**src/rtl/walk_pkg.sv**
```systemverilog
package walk_pkg;

    typedef enum logic [1:0] {
        FAIL_ACCESS   = 2'd0,
        FAIL_INVALID  = 2'd1,
        FAIL_PERM     = 2'd2,
        FAIL_MISALIGN = 2'd3
    } fail_e;

    typedef enum logic [1:0] {
        ACC_LOAD  = 2'd0,
        ACC_STORE = 2'd1,
        ACC_FETCH = 2'd2
    } access_e;

    typedef enum logic [1:0] {
        ST_IDLE  = 2'd0,
        ST_ISSUE = 2'd1,
        ST_WAIT  = 2'd2,
        ST_FIN   = 2'd3
    } walk_st_e;

    localparam int FLAG_W = 6;
    localparam int B_V = 0;
    localparam int B_R = 1;
    localparam int B_W = 2;
    localparam int B_X = 3;
    localparam int B_U = 4;
    localparam int B_G = 5;

endpackage

```
**src/rtl/entry_addr_calc.sv**
```systemverilog
module entry_addr_calc #(
    parameter int IDX_W     = 9,
    parameter int LEVELS    = 3,
    parameter int LVL_W     = 2,
    parameter int PA_W      = 56,
    parameter int ENTRY_LOG = 3
) (
    input  logic [LEVELS*IDX_W-1:0] vpn,
    input  logic [LVL_W-1:0]        level,
    input  logic [PA_W-1:0]         base,
    output logic [PA_W-1:0]         addr
);
    logic [IDX_W-1:0] idx;

    always_comb begin
        idx  = vpn[int'(level)*IDX_W +: IDX_W];
        addr = base + (PA_W'(idx) << ENTRY_LOG);
    end
endmodule

```
**src/rtl/entry_judge.sv**
```systemverilog
module entry_judge
    import walk_pkg::*;
(
    input  logic [FLAG_W-1:0] flags,
    input  logic [1:0]        access,
    input  logic              priv_s,
    input  logic              mxr,
    input  logic              sum,
    output logic              is_invalid,
    output logic              is_pointer,
    output logic              perm_ok,
    output logic              g_bit
);
    logic priv_ok;
    logic kind_ok;

    always_comb begin
        is_invalid = !flags[B_V] || (flags[B_W] && !flags[B_R]);
        is_pointer = flags[B_V] && !flags[B_R] && !flags[B_W] && !flags[B_X];
        g_bit      = flags[B_G];

        if (!priv_s) begin
            priv_ok = flags[B_U];
        end else if (flags[B_U]) begin
            priv_ok = sum && (access != ACC_FETCH);
        end else begin
            priv_ok = 1'b1;
        end

        case (access)
            ACC_LOAD:  kind_ok = flags[B_R] || (mxr && flags[B_X]);
            ACC_STORE: kind_ok = flags[B_W];
            ACC_FETCH: kind_ok = flags[B_X];
            default:   kind_ok = 1'b0;
        endcase

        perm_ok = priv_ok && kind_ok;
    end
endmodule

```
**src/rtl/leaf_compose.sv**
```systemverilog
module leaf_compose #(
    parameter int IDX_W  = 9,
    parameter int LEVELS = 3,
    parameter int LVL_W  = 2,
    parameter int PPN_W  = 44
) (
    input  logic [PPN_W-1:0]        ppn,
    input  logic [LEVELS*IDX_W-1:0] vpn,
    input  logic [LVL_W-1:0]        level,
    output logic                    misaligned,
    output logic [PPN_W-1:0]        ppn_out
);
    logic [PPN_W-1:0] mask;
    logic [PPN_W-1:0] vpn_ext;

    always_comb begin
        mask       = (PPN_W'(1) << (int'(level) * IDX_W)) - PPN_W'(1);
        vpn_ext    = PPN_W'(vpn);
        misaligned = (ppn & mask) != '0;
        ppn_out    = ppn | (vpn_ext & mask);
    end
endmodule

```
**src/rtl/pt_walker.sv**
```systemverilog
module pt_walker
    import walk_pkg::*;
#(
    parameter int LEVELS    = 3,
    parameter int IDX_W     = 9,
    parameter int OFS_W     = 12,
    parameter int PA_W      = 56,
    parameter int PTE_W     = 64,
    parameter int ENTRY_LOG = 3,
    parameter int PPN_LSB   = 10,
    parameter int VA_W      = OFS_W + LEVELS * IDX_W,
    parameter int LVL_W     = $clog2(LEVELS)
) (
    input  logic             clk,
    input  logic             rst_n,
    input  logic             req_valid,
    output logic             req_ready,
    input  logic [VA_W-1:0]  req_vaddr,
    input  logic [PA_W-1:0]  req_root,
    input  logic [1:0]       req_access,
    input  logic             req_priv_s,
    input  logic             req_mxr,
    input  logic             req_sum,
    input  logic             req_global,
    output logic             mem_req_valid,
    input  logic             mem_req_ready,
    output logic [PA_W-1:0]  mem_req_addr,
    input  logic             mem_rsp_valid,
    input  logic [PTE_W-1:0] mem_rsp_data,
    input  logic             mem_rsp_err,
    output logic             done,
    output logic             ok,
    output logic [1:0]       fail_code,
    output logic [PA_W-1:0]  res_paddr,
    output logic [PTE_W-1:0] res_pte,
    output logic [PA_W-1:0]  res_pte_addr,
    output logic [LVL_W-1:0] res_level,
    output logic             res_global
);
    localparam int VPN_W = LEVELS * IDX_W;
    localparam int PPN_W = PA_W - OFS_W;
    localparam logic [LVL_W-1:0] TOP_LVL = LVL_W'(LEVELS - 1);

    typedef struct packed {
        walk_st_e         st;
        logic [LVL_W-1:0] level;
        logic [PA_W-1:0]  base;
        logic [VA_W-1:0]  vaddr;
        logic [1:0]       access;
        logic             priv_s;
        logic             mxr;
        logic             sum;
        logic             glob;
        logic             ok;
        fail_e            code;
        logic [PA_W-1:0]  paddr;
        logic [PTE_W-1:0] pte;
        logic [PA_W-1:0]  pte_addr;
        logic [LVL_W-1:0] res_level;
        logic             res_glob;
    } walk_s;

    walk_s cur_q, nxt_d;

    logic [VPN_W-1:0] vpn;
    logic [PA_W-1:0]  entry_addr;
    logic             ent_invalid, ent_pointer, ent_perm_ok, ent_g;
    logic [PPN_W-1:0] ent_ppn;
    logic             sp_misaligned;
    logic [PPN_W-1:0] merged_ppn;
    logic             glob_upd;

    assign vpn     = cur_q.vaddr[VA_W-1:OFS_W];
    assign ent_ppn = mem_rsp_data[PPN_LSB +: PPN_W];

    entry_addr_calc #(
        .IDX_W(IDX_W), .LEVELS(LEVELS), .LVL_W(LVL_W),
        .PA_W(PA_W), .ENTRY_LOG(ENTRY_LOG)
    ) u_addr (
        .vpn   (vpn),
        .level (cur_q.level),
        .base  (cur_q.base),
        .addr  (entry_addr)
    );

    entry_judge u_judge (
        .flags      (mem_rsp_data[FLAG_W-1:0]),
        .access     (cur_q.access),
        .priv_s     (cur_q.priv_s),
        .mxr        (cur_q.mxr),
        .sum        (cur_q.sum),
        .is_invalid (ent_invalid),
        .is_pointer (ent_pointer),
        .perm_ok    (ent_perm_ok),
        .g_bit      (ent_g)
    );

    leaf_compose #(
        .IDX_W(IDX_W), .LEVELS(LEVELS), .LVL_W(LVL_W), .PPN_W(PPN_W)
    ) u_leaf (
        .ppn        (ent_ppn),
        .vpn        (vpn),
        .level      (cur_q.level),
        .misaligned (sp_misaligned),
        .ppn_out    (merged_ppn)
    );

    always_comb begin
        nxt_d    = cur_q;
        glob_upd = cur_q.glob | (ent_g & ~mem_rsp_err);
        case (cur_q.st)
            ST_IDLE: begin
                if (req_valid) begin
                    nxt_d.st     = ST_ISSUE;
                    nxt_d.level  = TOP_LVL;
                    nxt_d.base   = req_root;
                    nxt_d.vaddr  = req_vaddr;
                    nxt_d.access = req_access;
                    nxt_d.priv_s = req_priv_s;
                    nxt_d.mxr    = req_mxr;
                    nxt_d.sum    = req_sum;
                    nxt_d.glob   = req_global;
                end
            end
            ST_ISSUE: begin
                if (mem_req_ready) begin
                    nxt_d.st = ST_WAIT;
                end
            end
            ST_WAIT: begin
                if (mem_rsp_valid) begin
                    nxt_d.st        = ST_FIN;
                    nxt_d.ok        = 1'b0;
                    nxt_d.code      = FAIL_ACCESS;
                    nxt_d.paddr     = '0;
                    nxt_d.pte       = mem_rsp_err ? '0 : mem_rsp_data;
                    nxt_d.pte_addr  = entry_addr;
                    nxt_d.res_level = cur_q.level;
                    nxt_d.res_glob  = glob_upd;
                    if (mem_rsp_err) begin
                        nxt_d.code = FAIL_ACCESS;
                    end else if (ent_invalid) begin
                        nxt_d.code = FAIL_INVALID;
                    end else if (ent_pointer) begin
                        if (cur_q.level == '0) begin
                            nxt_d.code = FAIL_INVALID;
                        end else begin
                            nxt_d.st    = ST_ISSUE;
                            nxt_d.level = cur_q.level - LVL_W'(1);
                            nxt_d.base  = {ent_ppn, {OFS_W{1'b0}}};
                            nxt_d.glob  = glob_upd;
                        end
                    end else if (!ent_perm_ok) begin
                        nxt_d.code = FAIL_PERM;
                    end else if (sp_misaligned) begin
                        nxt_d.code = FAIL_MISALIGN;
                    end else begin
                        nxt_d.ok    = 1'b1;
                        nxt_d.paddr = {merged_ppn, cur_q.vaddr[OFS_W-1:0]};
                    end
                end
            end
            ST_FIN: begin
                nxt_d.st = ST_IDLE;
            end
            default: nxt_d.st = ST_IDLE;
        endcase
    end

    always_ff @(posedge clk) begin
        if (!rst_n) begin
            cur_q           <= '0;
            cur_q.st        <= ST_IDLE;
            cur_q.code      <= FAIL_ACCESS;
        end else begin
            cur_q <= nxt_d;
        end
    end

    assign req_ready     = (cur_q.st == ST_IDLE);
    assign mem_req_valid = (cur_q.st == ST_ISSUE);
    assign mem_req_addr  = entry_addr;
    assign done          = (cur_q.st == ST_FIN);
    assign ok            = cur_q.ok;
    assign fail_code     = cur_q.code;
    assign res_paddr     = cur_q.paddr;
    assign res_pte       = cur_q.pte;
    assign res_pte_addr  = cur_q.pte_addr;
    assign res_level     = cur_q.res_level;
    assign res_global    = cur_q.res_glob;

endmodule

```
**config.mk**
```make
export PLATFORM = sky130hd
export DESIGN_NAME = pt_walker
export DESIGN_NICKNAME = d
export VERILOG_FILES = /design/src/rtl/walk_pkg.sv /design/src/rtl/entry_addr_calc.sv /design/src/rtl/entry_judge.sv /design/src/rtl/leaf_compose.sv /design/src/rtl/pt_walker.sv
export SDC_FILE = /design/constraint.sdc
export NUM_CORES = 1
export LEC_CHECK = 0
export ABC_AREA = 1
export BUFFER_PORTS_ARGS = -buffer_cell sky130_fd_sc_hd__buf_2
export CORE_ASPECT_RATIO = 1.5
export CORE_MARGIN = 5
export CORE_UTILIZATION = 35
export DETAILED_ROUTE_END_ITERATION = 6
export HOLD_SLACK_MARGIN = 0.02
export PLACE_DENSITY_LB_ADDON = 0.12
export SLEW_MARGIN = 0
export SYNTH_ARGS = -nofsm -noshare
export SYNTH_HDL_FRONTEND = slang
export SYNTH_SLANG_ARGS = --single-unit
```
**constraint.sdc**
```tcl
create_clock -name clk -period 4.9 [get_ports clk]
set_clock_uncertainty 0.2 [all_clocks]
set_input_delay 0.98 -clock clk [delete_from_list [all_inputs] [get_ports clk]]
set_output_delay 0.98 -clock clk [all_outputs]
set_load 0.005 [all_outputs]
```
# Word level (Yosys, flattened, before mapping)

Index checks and enable logic that the tools add are counted.
W data, S select, Z words.

Register bits: 287
Bits in latches: 0
RAM bits: 0
Memory bits (read-only): 0
Output and inout bits: 241
Word-level logic and storage cells: 96
Memories kept: 0

Add/subtract/negate cells: 3
$mul: 1
Div/mod/pow operators: 0
$lt $le $gt $ge: 0
Equality and inequality tests: 13
Shift operators: 2
Multiplexer cells: 33
Bitwise operators: 6
Reductions and logical operators: 22

Operators with widths:

| kind                    | number |
|---|---|
| $mux W60                | 5 |
| $mux W56                | 5 |
| $mux W183               | 1 |
| $pmux W58 S2            | 1 |
| $mux W105               | 1 |
| $mux W64                | 1 |
| $add A56 B12 Y56        | 1 |
| $and A27 B44 Y44        | 1 |
| $and A44 B44 Y44        | 1 |
| $or A44 B44 Y44         | 1 |
| $reduce_bool A44 Y1     | 1 |
| $shl A1 B32 Y44 const A | 1 |
| $sub A44 B2 Y44 const B | 1 |
| $shiftx A27 B32 Y9      | 1 |
| $mux W2                 | 8 |
| $ne A2 B2 Y1 const B    | 7 |
| $mux W1                 | 8 |
| $pmux W2 S4             | 1 |
| $logic_and A1 B1 Y1     | 7 |
| $reduce_and A7 Y1       | 1 |
| $eq A2 B2 Y1 const B    | 3 |
| $logic_not A2 Y1        | 3 |
| $mul A2 B4 Y6 const B   | 1 |
| $eq A2 B1 Y1 const B    | 2 |
| 12 further kinds        | 17 |

# Longest topological paths before layout

Gate-level depths: netlist of run 1.

Depth in word-level cells: 12
Gate-level depth with buffers: 20
Depth with buffers taken out: 18

# Modules after synthesis

Synthesis of run 1 repeated with hierarchy kept, for this count alone.

Cells, all modules: 2561
Area, all modules: 16459.5 um^2

Modules (own cells, without submodules):

| module          | instances | cells each | area an instance (um^2) | seq. area each (um^2) |
|---|---|---|---|---|
| pt_walker       | 1         | 1867       | 13080.0                 | 5745.5 |
| entry_addr_calc | 1         | 554        | 2658.8                  | 0.0 |
| leaf_compose    | 1         | 115        | 615.6                   | 0.0 |
| entry_judge     | 1         | 25         | 105.1                   | 0.0 |

# Worst setup path after synthesis of run 1

No wires, ideal clock.

Kind: flip-flop to output port
Start: reg cur_q[284] in the netlist's numbering
End: out mem_req_addr[51]
Arrival: 2562 ps
Required time: 3720 ps
Slack: 1158 ps
Stages on the path, launching flop included: 18
Path through: dfxtp_1 -> buf_2 -> nor2_4 -> buf_4 -> inv_2 -> clkbuf_1 -> o221ai_1 -> ha_1 -> fa_1 -> nand3_1 -> nand3_1 -> nand2_1 -> nand3_1 -> nand3_1 -> nand2_1 -> nand2_1 -> nand2_1 -> nand2_1

Word-level cells in the longest chain between the ends: 3

RTL lines:

| item                   | RTL line              | text |
|---|---|---|
| start, declared        | pt_walker.sv:63       | `walk_s cur_q, nxt_d;` |
| start signal, assigned | pt_walker.sv:176      | `cur_q <= nxt_d;` |
| $mul A2 B4 Y6          | entry_addr_calc.sv:16 | `idx = vpn[int'(level)*IDX_W +: IDX_W];` |
| $shiftx A27 B32 Y9     | entry_addr_calc.sv:16 |  |
| $add A56 B12 Y56       | entry_addr_calc.sv:17 | `addr = base + (PA_W'(idx) << ENTRY_LOG);` |
| end, declared          | pt_walker.sv:27       | `output logic [PA_W-1:0] mem_req_addr,` |

No other way between the ends.

# Worst setup path after layout of run 1

Start: reg cur_q[283] in the netlist's numbering
End: out mem_req_addr[13]

The elaborated chain is that of the path after synthesis.

==> impl_results.md, run 1 <==
- Outcome: finished clean
- Internal: 4.22 mW
- Min-delay worst type: flop to flop
- Yosys reg bits: roughly 290
- Die width: ~180 um
- GRT Max-Usage Layer: met2
- Max H-tree Level: 1
- Met3 Use GR: between 4 and 5%
- Reg-to-Reg Start: cur_q[283]
- FFs w/ async S/R, synth: 0%
- Largest net degree at the start of global routing: between 100 and 150
- Initial antenna violation count: 10
- CTS Hold Bufs: 0
- Sink Count: approximately 290
- Clock root buffer: clkbuf_16
- Worst Setup Start Kind: flop
- Clock slew at reported path FFs: about 0.06 ns
- Syn Area/Cell: a little under 7 sq um
- Final setup fails: 0
- CORE AREA: about 43000 sq um
- Number of global-route vias before repair: 14200
- Warnings, synthesis: 0
- Most frequent cells in the layout: 459 x nand2_1, 410 x buf_2, 286 x dfxtp_1, 233 x nor2_1, 207 x inv_1
- First-pass GRT wire length: ~90 mm
- R2R depth: 13
- Post-route DRC violation count: 0
- Grt ovf: 0
- Netlist cell types: 42
- Fin nets: approximately 2600
- Switch share: between 20% and 30%
- HPWL Detailed: about 46 mm
- Wire per inst: 20.0 um
- Critical Path Sink Type: output pin
- Final ANT Viol Nets: 0
- Vias per cell: just under 5
- Mapped Area: between 15000 and 20000 sq um
- Cell Rows: slightly above 90
- CTS tree: yes
- Worst Path Required: 3.72 ns
- Die ar.: roughly 48000 sq um
- Hold EP: res_pte[33]
- Slew margin rel.: roughly 16%
- Post-Route WL: approximately 60 mm
- Most common cell after layout, fill and taps aside: nand2_1
- Routability cong.: roughly 0.9
- Max FO, Critical Path: 10
- Crit path arrival time: ~3.4 ns
- Lkg Pwr: ~8.2 nW
- Cells after Synth: 2228
- Comb power frac: about 16%
- RSZ-0062 raised after global routing: false
- Period Utilization, post-route: between 90% and 100%
- Clock Power Share: around 40%
- Seq pwr share: a little over two fifths
- Reg-to-reg endpoint: res_paddr[16]
- Peak supply drop: between 200 and 300 uV
- Clock Path Buffers: 3
- FMAX: about 220 MHz
- Fraction of layout instances using a drive strength above 1: ~21%
- Port Buf Inserts: ~410
- # fillers: 4737
- WS Path Type: flop to output pin
- Syn nets: 2410
- CTS Buf Count: 31
- Number of enable flip-flop cells after synthesis: 0
- Setup TNS: 0 ns
- Initial Util: a little over a third
- Die Span Y: approximately 270 um
- Tmin final: 4.60 ns
- GRT Util Overall: a little under a quarter
- Sequential-to-total area share from yosys stat: 37.8%
- Drt first pass iters: 5
- Switching pwr: approximately 1.8 mW
- Pins Over Slew Limit: 0
- Internal reg-to-reg setup slack: roughly 1.7 ns
- Area delta synth->final: 14.1%
- Max-cap violation count: 0
- Hold Startpoint: res_pte[33]
- M1 GR Usage: ~28%
- Commonest register cell after synthesis: dfxtp_1
- Cells on Worst Hold Path: 2
- PwrDens: ~340 nW/um^2
- I/O pin total: 412
- Clock latency on the worst-skew pair: roughly 0.57 ns
- Met2 Use GR: 43.1%
- Via count: roughly 15000
- Final hold violation count: 0
- Iter 0 DRT Violations: around 800
- Min Hold Slack: ~0.26 ns
- Worst slew pin tran: 1.25 ns
stage by stage:
| step | setup slack (ns) | util, % | instances | cell area [sq um] | power (mW) |
|---|---|---|---|---|---|
| 5_1_grt | 0.00163 | 40.4 | 2986 | 17300 | 6.25 |
| 2_1_floorplan | 1.16 | - | 2228 | 15200 | 3.19 |
| 3_5_place_dp | 0.613 | 37.9 | 2928 | 16300 | 3.61 |
| 6_report | 0.303 | 40.4 | 2988 | 17300 | 5.98 |
| 4_1_cts | 0.0476 | 40.3 | 2981 | 17300 | 6.05 |
| 3_3_place_gp | 0.760 | 37.9 | 2928 | 16300 | 3.61 |
cell type report:
class                   count  area, sq um  share of cell area (%)
repair buffers            429         2210                    12.7
diodes                      5         12.5                  0.0721
clock inverters             8          143                   0.822
inverters                 222          838                    4.83
well taps                 570          713                    4.11
clock buffers              45          878                    5.06
flip-flops and latches    287         5750                    33.1
multi-input cells        1422         6810                    39.2
cells by family after synthesis:
| logic type | Yosys count | share of synthesized area, % |
|---|---|---|
| buffers and inverters | 519 | 17.7 |
| DFF | 287 | 37.8 |
| xor gates and xnor gates | 12 | 0.691 |
| adders and majority gates | 11 | 0.955 |
| and+or+nand+nor | 945 | 26.1 |
| AOI/OAI and AO/OA | 454 | 16.7 |
worst max-delay path: stages, from the launching register on:
cell      delay (ns)
dfxtp_1         0.40
inv_1           0.12
nand2_2         0.18
o221ai_1        0.16
ha_1            0.23
fa_1            0.44
nand3_1         0.12
inv_1           0.05
nor2_1          0.22
o21ai_0         0.19
nand2_1         0.11
nand2_2         0.17
xor2_1          0.30
buf_2           0.17
metal layers:
layer	routed length (um)	vias to the layer above
met2	30700	450
met1	23800	6858
met3	3070	95
li1	-	7362
met4	2180	10
met5	62	-
synthesized netlist by cell type (2+ instances only):
| master | number | area [sq um] |
|---|---|---|
| nor2_1 | 235 | 882 |
| nor3_2 | 4 | 40.0 |
| nor2_2 | 3 | 18.8 |
| o21a_1 | 21 | 158 |
| o21ai_0 | 149 | 746 |
| o21ai_1 | 14 | 70.1 |
| nand2_1 | 465 | 1750 |
| clkbuf_1 | 85 | 319 |
| xor2_1 | 10 | 87.6 |
| a21oi_1 | 197 | 986 |
| a32oi_1 | 11 | 96.3 |
| a21oi_2 | 2 | 17.5 |
| nor3_1 | 25 | 125 |
| o221ai_1 | 9 | 78.8 |
| nand4_1 | 18 | 113 |
| a211oi_1 | 17 | 128 |
| buf_2 | 18 | 90.1 |
| nand3b_1 | 9 | 67.6 |
| a31oi_1 | 2 | 12.5 |
| buf_4 | 185 | 1390 |
| xnor2_1 | 2 | 17.5 |
| nor2_4 | 5 | 56.3 |
| o21bai_1 | 28 | 210 |
| buf_1 | 5 | 18.8 |
| inv_1 | 208 | 781 |
| dfxtp_1 | 287 | 5750 |
| inv_2 | 13 | 48.8 |
| ha_1 | 10 | 125 |
| nand3_1 | 173 | 866 |
| buf_6 | 4 | 45.0 |
| or2_2 | 3 | 18.8 |
power groups by stage:
stage          logic (mW)  registers (mW)  clock network [mW]
6_report            0.968            2.59                2.42
5_1_grt              1.07            2.61                2.57
4_1_cts             0.972            2.59                2.49
3_5_place_dp        0.968            2.64                   0
3_3_place_gp        0.964            2.64                   0
2_1_floorplan       0.604            2.58                   0
state kept, by name (all words and copies together), names as in the netlist:
name / cells
cur_q: 105
fail_code: 2
ok: 1
res_global: 1
res_level: 2
res_paddr: 56
res_pte: 64
res_pte_addr: 56
worst max path at each step:
stage / from / endpoint / slack [ns]
final: cur_q[283] / mem_req_addr[13] / 0.30
after CTS: cur_q[284] / mem_req_addr[13] / 0.05
after floorplan: cur_q[284] / mem_req_addr[51] / 1.16
after global routing: cur_q[283] / mem_req_addr[14] / 0.002
after global placement: cur_q[283] / mem_req_addr[52] / 0.76
after detailed placement: cur_q[283] / mem_req_addr[12] / 0.61
what timing repair did:
| action | 4_1_cts | 5_1_grt |
|---|---|---|
| buffers inserted | 0 | 2 |
| gates cloned | 0 | 0 |
| resized for setup | 1 | 6 |
| endpoints found under the setup margin | 1 | 23 |
| pin swaps | 0 | 1 |
No activity file was read; power rests on OpenSTA's default activity.
==> run 2: changes to the inputs <==
--- a/config.mk
+++ b/config.mk
@@ -6,13 +6,15 @@
 export NUM_CORES = 1
 export LEC_CHECK = 0
 export ABC_AREA = 1
+export ABC_CLOCK_PERIOD_IN_PS = 4900
 export BUFFER_PORTS_ARGS = -buffer_cell sky130_fd_sc_hd__buf_2
 export CORE_ASPECT_RATIO = 1.5
 export CORE_MARGIN = 5
 export CORE_UTILIZATION = 35
 export DETAILED_ROUTE_END_ITERATION = 6
 export HOLD_SLACK_MARGIN = 0.02
-export PLACE_DENSITY_LB_ADDON = 0.12
+export MAX_ROUTING_LAYER = met4
+export PLACE_DENSITY_LB_ADDON = 0.05
 export SLEW_MARGIN = 0
 export SYNTH_ARGS = -nofsm -noshare
 export SYNTH_HDL_FRONTEND = slang
==> run 2 against run 1 <==
Effect of this change:
- clock power decreased by 10%
- first-iteration DRC count increased by 11%
- combinational power about the same
- sequential power about the same
- core utilization decreased by 0.20 points
- sequential cell count unchanged
- sequential share of layout area increased by 0.16 points
- worst hold slack improved by 0.0045 ns
- critical endpoint is now mem_req_addr[49]
- highest routed layer is now met4
==> impl_results.md, run 2 (synthesis gave the netlist of run 1 again) <==
- Outcome: finished clean
- Number of global-route vias before repair: 14600 (+3.3%)
- Post-route DRC violation count: 0 (unchanged)
- Total power: 5.73 mW (-4.1%)
- Worst slew pin tran: 1.09 ns (-0.164 ns)
- Critical Path, Cell by Cell: inv_1 > nand2_2 > o221ai_1 > ha_1 > fa_1 > nand3_1 > nand3_1 > a21oi_1 > o22ai_1 > buf_4 > nand2_1 > nand2_1 > nand2_1 > buf_2
- Sink Count: 287 (unchanged)
- Drt first pass iters: 5 (unchanged)
- Grt ovf: 0 (unchanged)
- Internal: 3.98 mW (-5.8%)
- RSZ-0062 raised after global routing: false
- Crit path arrival time: 3.49 ns (+0.07 ns)
- Clock slew at reported path FFs: 0.06 ns (about the same)
- Most frequent CP cell: nand2_1
- Pins Over Slew Limit: 0 (unchanged)
- First-pass GRT wire length: 91.7 mm (+3.6%)
- DP Worst Slack: 0.653 ns (+0.0407 ns)
- WS Path Type: flop to output pin
- Internal reg-to-reg setup slack: 1.63 ns (-0.09 ns)
- Initial antenna violation count: 17 (+7)
- Post-Route WL: 62.0 mm (+3.8%)
- R2R depth: 14 (+1)
- Final worst slack: 0.229 ns (-0.0737 ns)
- Routability cong.: 0.924 (+1.7%)
- Period Utilization, post-route: 95.3% (+1.5 points)
- Largest net degree at the start of global routing: 93 (-13%)
- Total area of sequential cells: 5750 sq um (unchanged)
- Worst Setup Start Kind: flop
- Peak supply drop: 286 uV (-3.2%)
- Wire per inst: 20.7 um (+3.4%)
- Clock root buffer: clkbuf_16
- GRT Util Overall: 25.4% (+1.8 points)
- Clock latency on the worst-skew pair: 0.57 ns (about the same)
- Slowest Stage Delay on Critical Path: 0.46 ns (+0.02 ns)
- Final hold violation count: 0 (unchanged)
- Vias per cell: 4.94 (-0.11%)
- Min-delay worst type: flop to flop
- I/O pin total: 412 (unchanged)
- Clock Power Share: 37.8% (-2.6 points)
- Critical Path Sink Type: output pin
- Max-cap violation count: 0 (unchanged)
- PwrDens: 332 nW/um^2 (-3.6%)
- Cells on Worst Hold Path: 2 (unchanged)
- CP endpoint: mem_req_addr[49]
- CTS tree: yes
- Fraction of layout instances using a drive strength above 1: 21.4% (-0.11 points)
- FMAX: 214 MHz (-1.6%)
- Final ANT Viol Nets: 0 (unchanged)
- Comb power frac: 16.8% (+0.6 points)
- CP max stage cell: fa_1
- Clock Path Buffers: 3 (unchanged)
- Area delta synth->final: 13.6%
- Fin nets: 2576 (+0.039%)
- CORE AREA: 42900 sq um (unchanged)
- CTS Buf Count: 31 (unchanged)
- Max FO, Critical Path: 10 (unchanged)
- Most frequent cells in the layout: 459 x nand2_1, 410 x buf_2, 286 x dfxtp_1, 233 x nor2_1, 207 x inv_1
- Biggest register: cur_q
- Reg-to-reg endpoint: res_pte_addr[33]
- Initial Util: 35.4% (unchanged)
- Area of the multi-input gates: 6820 sq um (+0.18%)
- HPWL Detailed: 48.0 mm (+4.3%)
- # fillers: 4741 (+0.084%)
- Die ar.: 47800 sq um (unchanged)
- Via count: 14800 (+0.22%)
- Final setup fails: 0 (unchanged)
- Worst Path Required: 3.72 ns (about the same)
- Core Util, Final: 40.2% (-0.20 points)
- Setup TNS: 0 ns (unchanged)
- Most common cell after layout, fill and taps aside: nand2_1
- Tmin final: 4.67 ns (+0.0737 ns)
- Port Buf Inserts: 411 (unchanged)
- Max reg flops: 105 (unchanged)
- Cell Rows: 93 (unchanged)
- Max H-tree Level: 1 (unchanged)
- CP startpoint: cur_q[283]
- Lkg Pwr: 8.19 nW (-0.65%)
- Die width: 180 um (unchanged)
- Seq pwr share: 45.4% (+2.0 points)
- Hold Startpoint: res_paddr[39]
- Switching pwr: 1.76 mW (about the same)
- Reg-to-Reg Start: cur_q[283]
- Die Span Y: 265 um (unchanged)
- Switch share: 30.7% (+1.3 points)
- Slew margin rel.: 27.3% (+11 points)
- Iter 0 DRT Violations: 895 (+11%)
[run 2: changes by cell type in the layout (fill, tap and decap cells not counted), sizes merged]
cell	previous run	this run
buf	429	430
bufinv	4	0
clkinv	4	6
clkinvlp	1	0
diode	5	17
[run 2: worst min path at each step]
stage                    endpoint  slack, ns
floorplan              cur_q[209]       0.24
global placement      res_pte[19]       0.25
detailed placement    res_pte[18]       0.25
CTS                 res_paddr[39]       0.26
global route          res_pte[23]       0.28
finish              res_paddr[39]       0.26
[run 2: power by group through the flow]
stage / Clock (mW) / Combinational, mW / Sequential, mW
2_1_floorplan: 0 / 0.604 / 2.58
3_3_place_gp: 0 / 0.965 / 2.65
3_5_place_dp: 0 / 0.965 / 2.65
4_1_cts: 2.24 / 0.969 / 2.60
5_1_grt: 2.34 / 1.07 / 2.62
6_report: 2.17 / 0.965 / 2.60
[run 2: cell type report]
class | count | area share [%]
Clock inverter | 5 | 0.167
Clock buffer | 45 | 4.97
Tap cell | 570 | 4.13
Multi-Input combinational cell | 1422 | 39.5
Sequential cell | 287 | 33.3
Timing Repair Buffer | 430 | 12.8
Inverter | 222 | 4.86
Antenna cell | 17 | 0.246
[run 2: repair_timing]
action	in CTS	in global routing
setup buffers	0	2
resized for setup	0	10
setup endpoints to repair	0	36
hold buffers	0	0
[run 2: layer usage]
layer	track usage (%)	part of all wire [%]	vias up
li1	-	-	7371
met1	28.4	40	6890
met2	44.7	51	438
met3	4.88	5.3	109
met4	9.73	4.4	0
met5	-	0	-
[run 2: worst max-delay path: cells and delay by family (launching register included)]
family	cells	cell delay, ns
and+or+nand+nor	6	0.72
adders and majority gates	2	0.69
AOI/OAI and AO/OA	3	0.65
buffers and inverters	3	0.44
DFF	1	0.41
[run 2: per-stage QoR]
stage / area (sq um) / instances / hold slack (ns)
floorplan: 15200 / 2228 / 0.239
global placement: 16300 / 2929 / 0.247
detailed placement: 16300 / 2929 / 0.251
CTS: 17200 / 2979 / 0.264
global route: 17300 / 2998 / 0.280
finish: 17300 / 2998 / 0.261
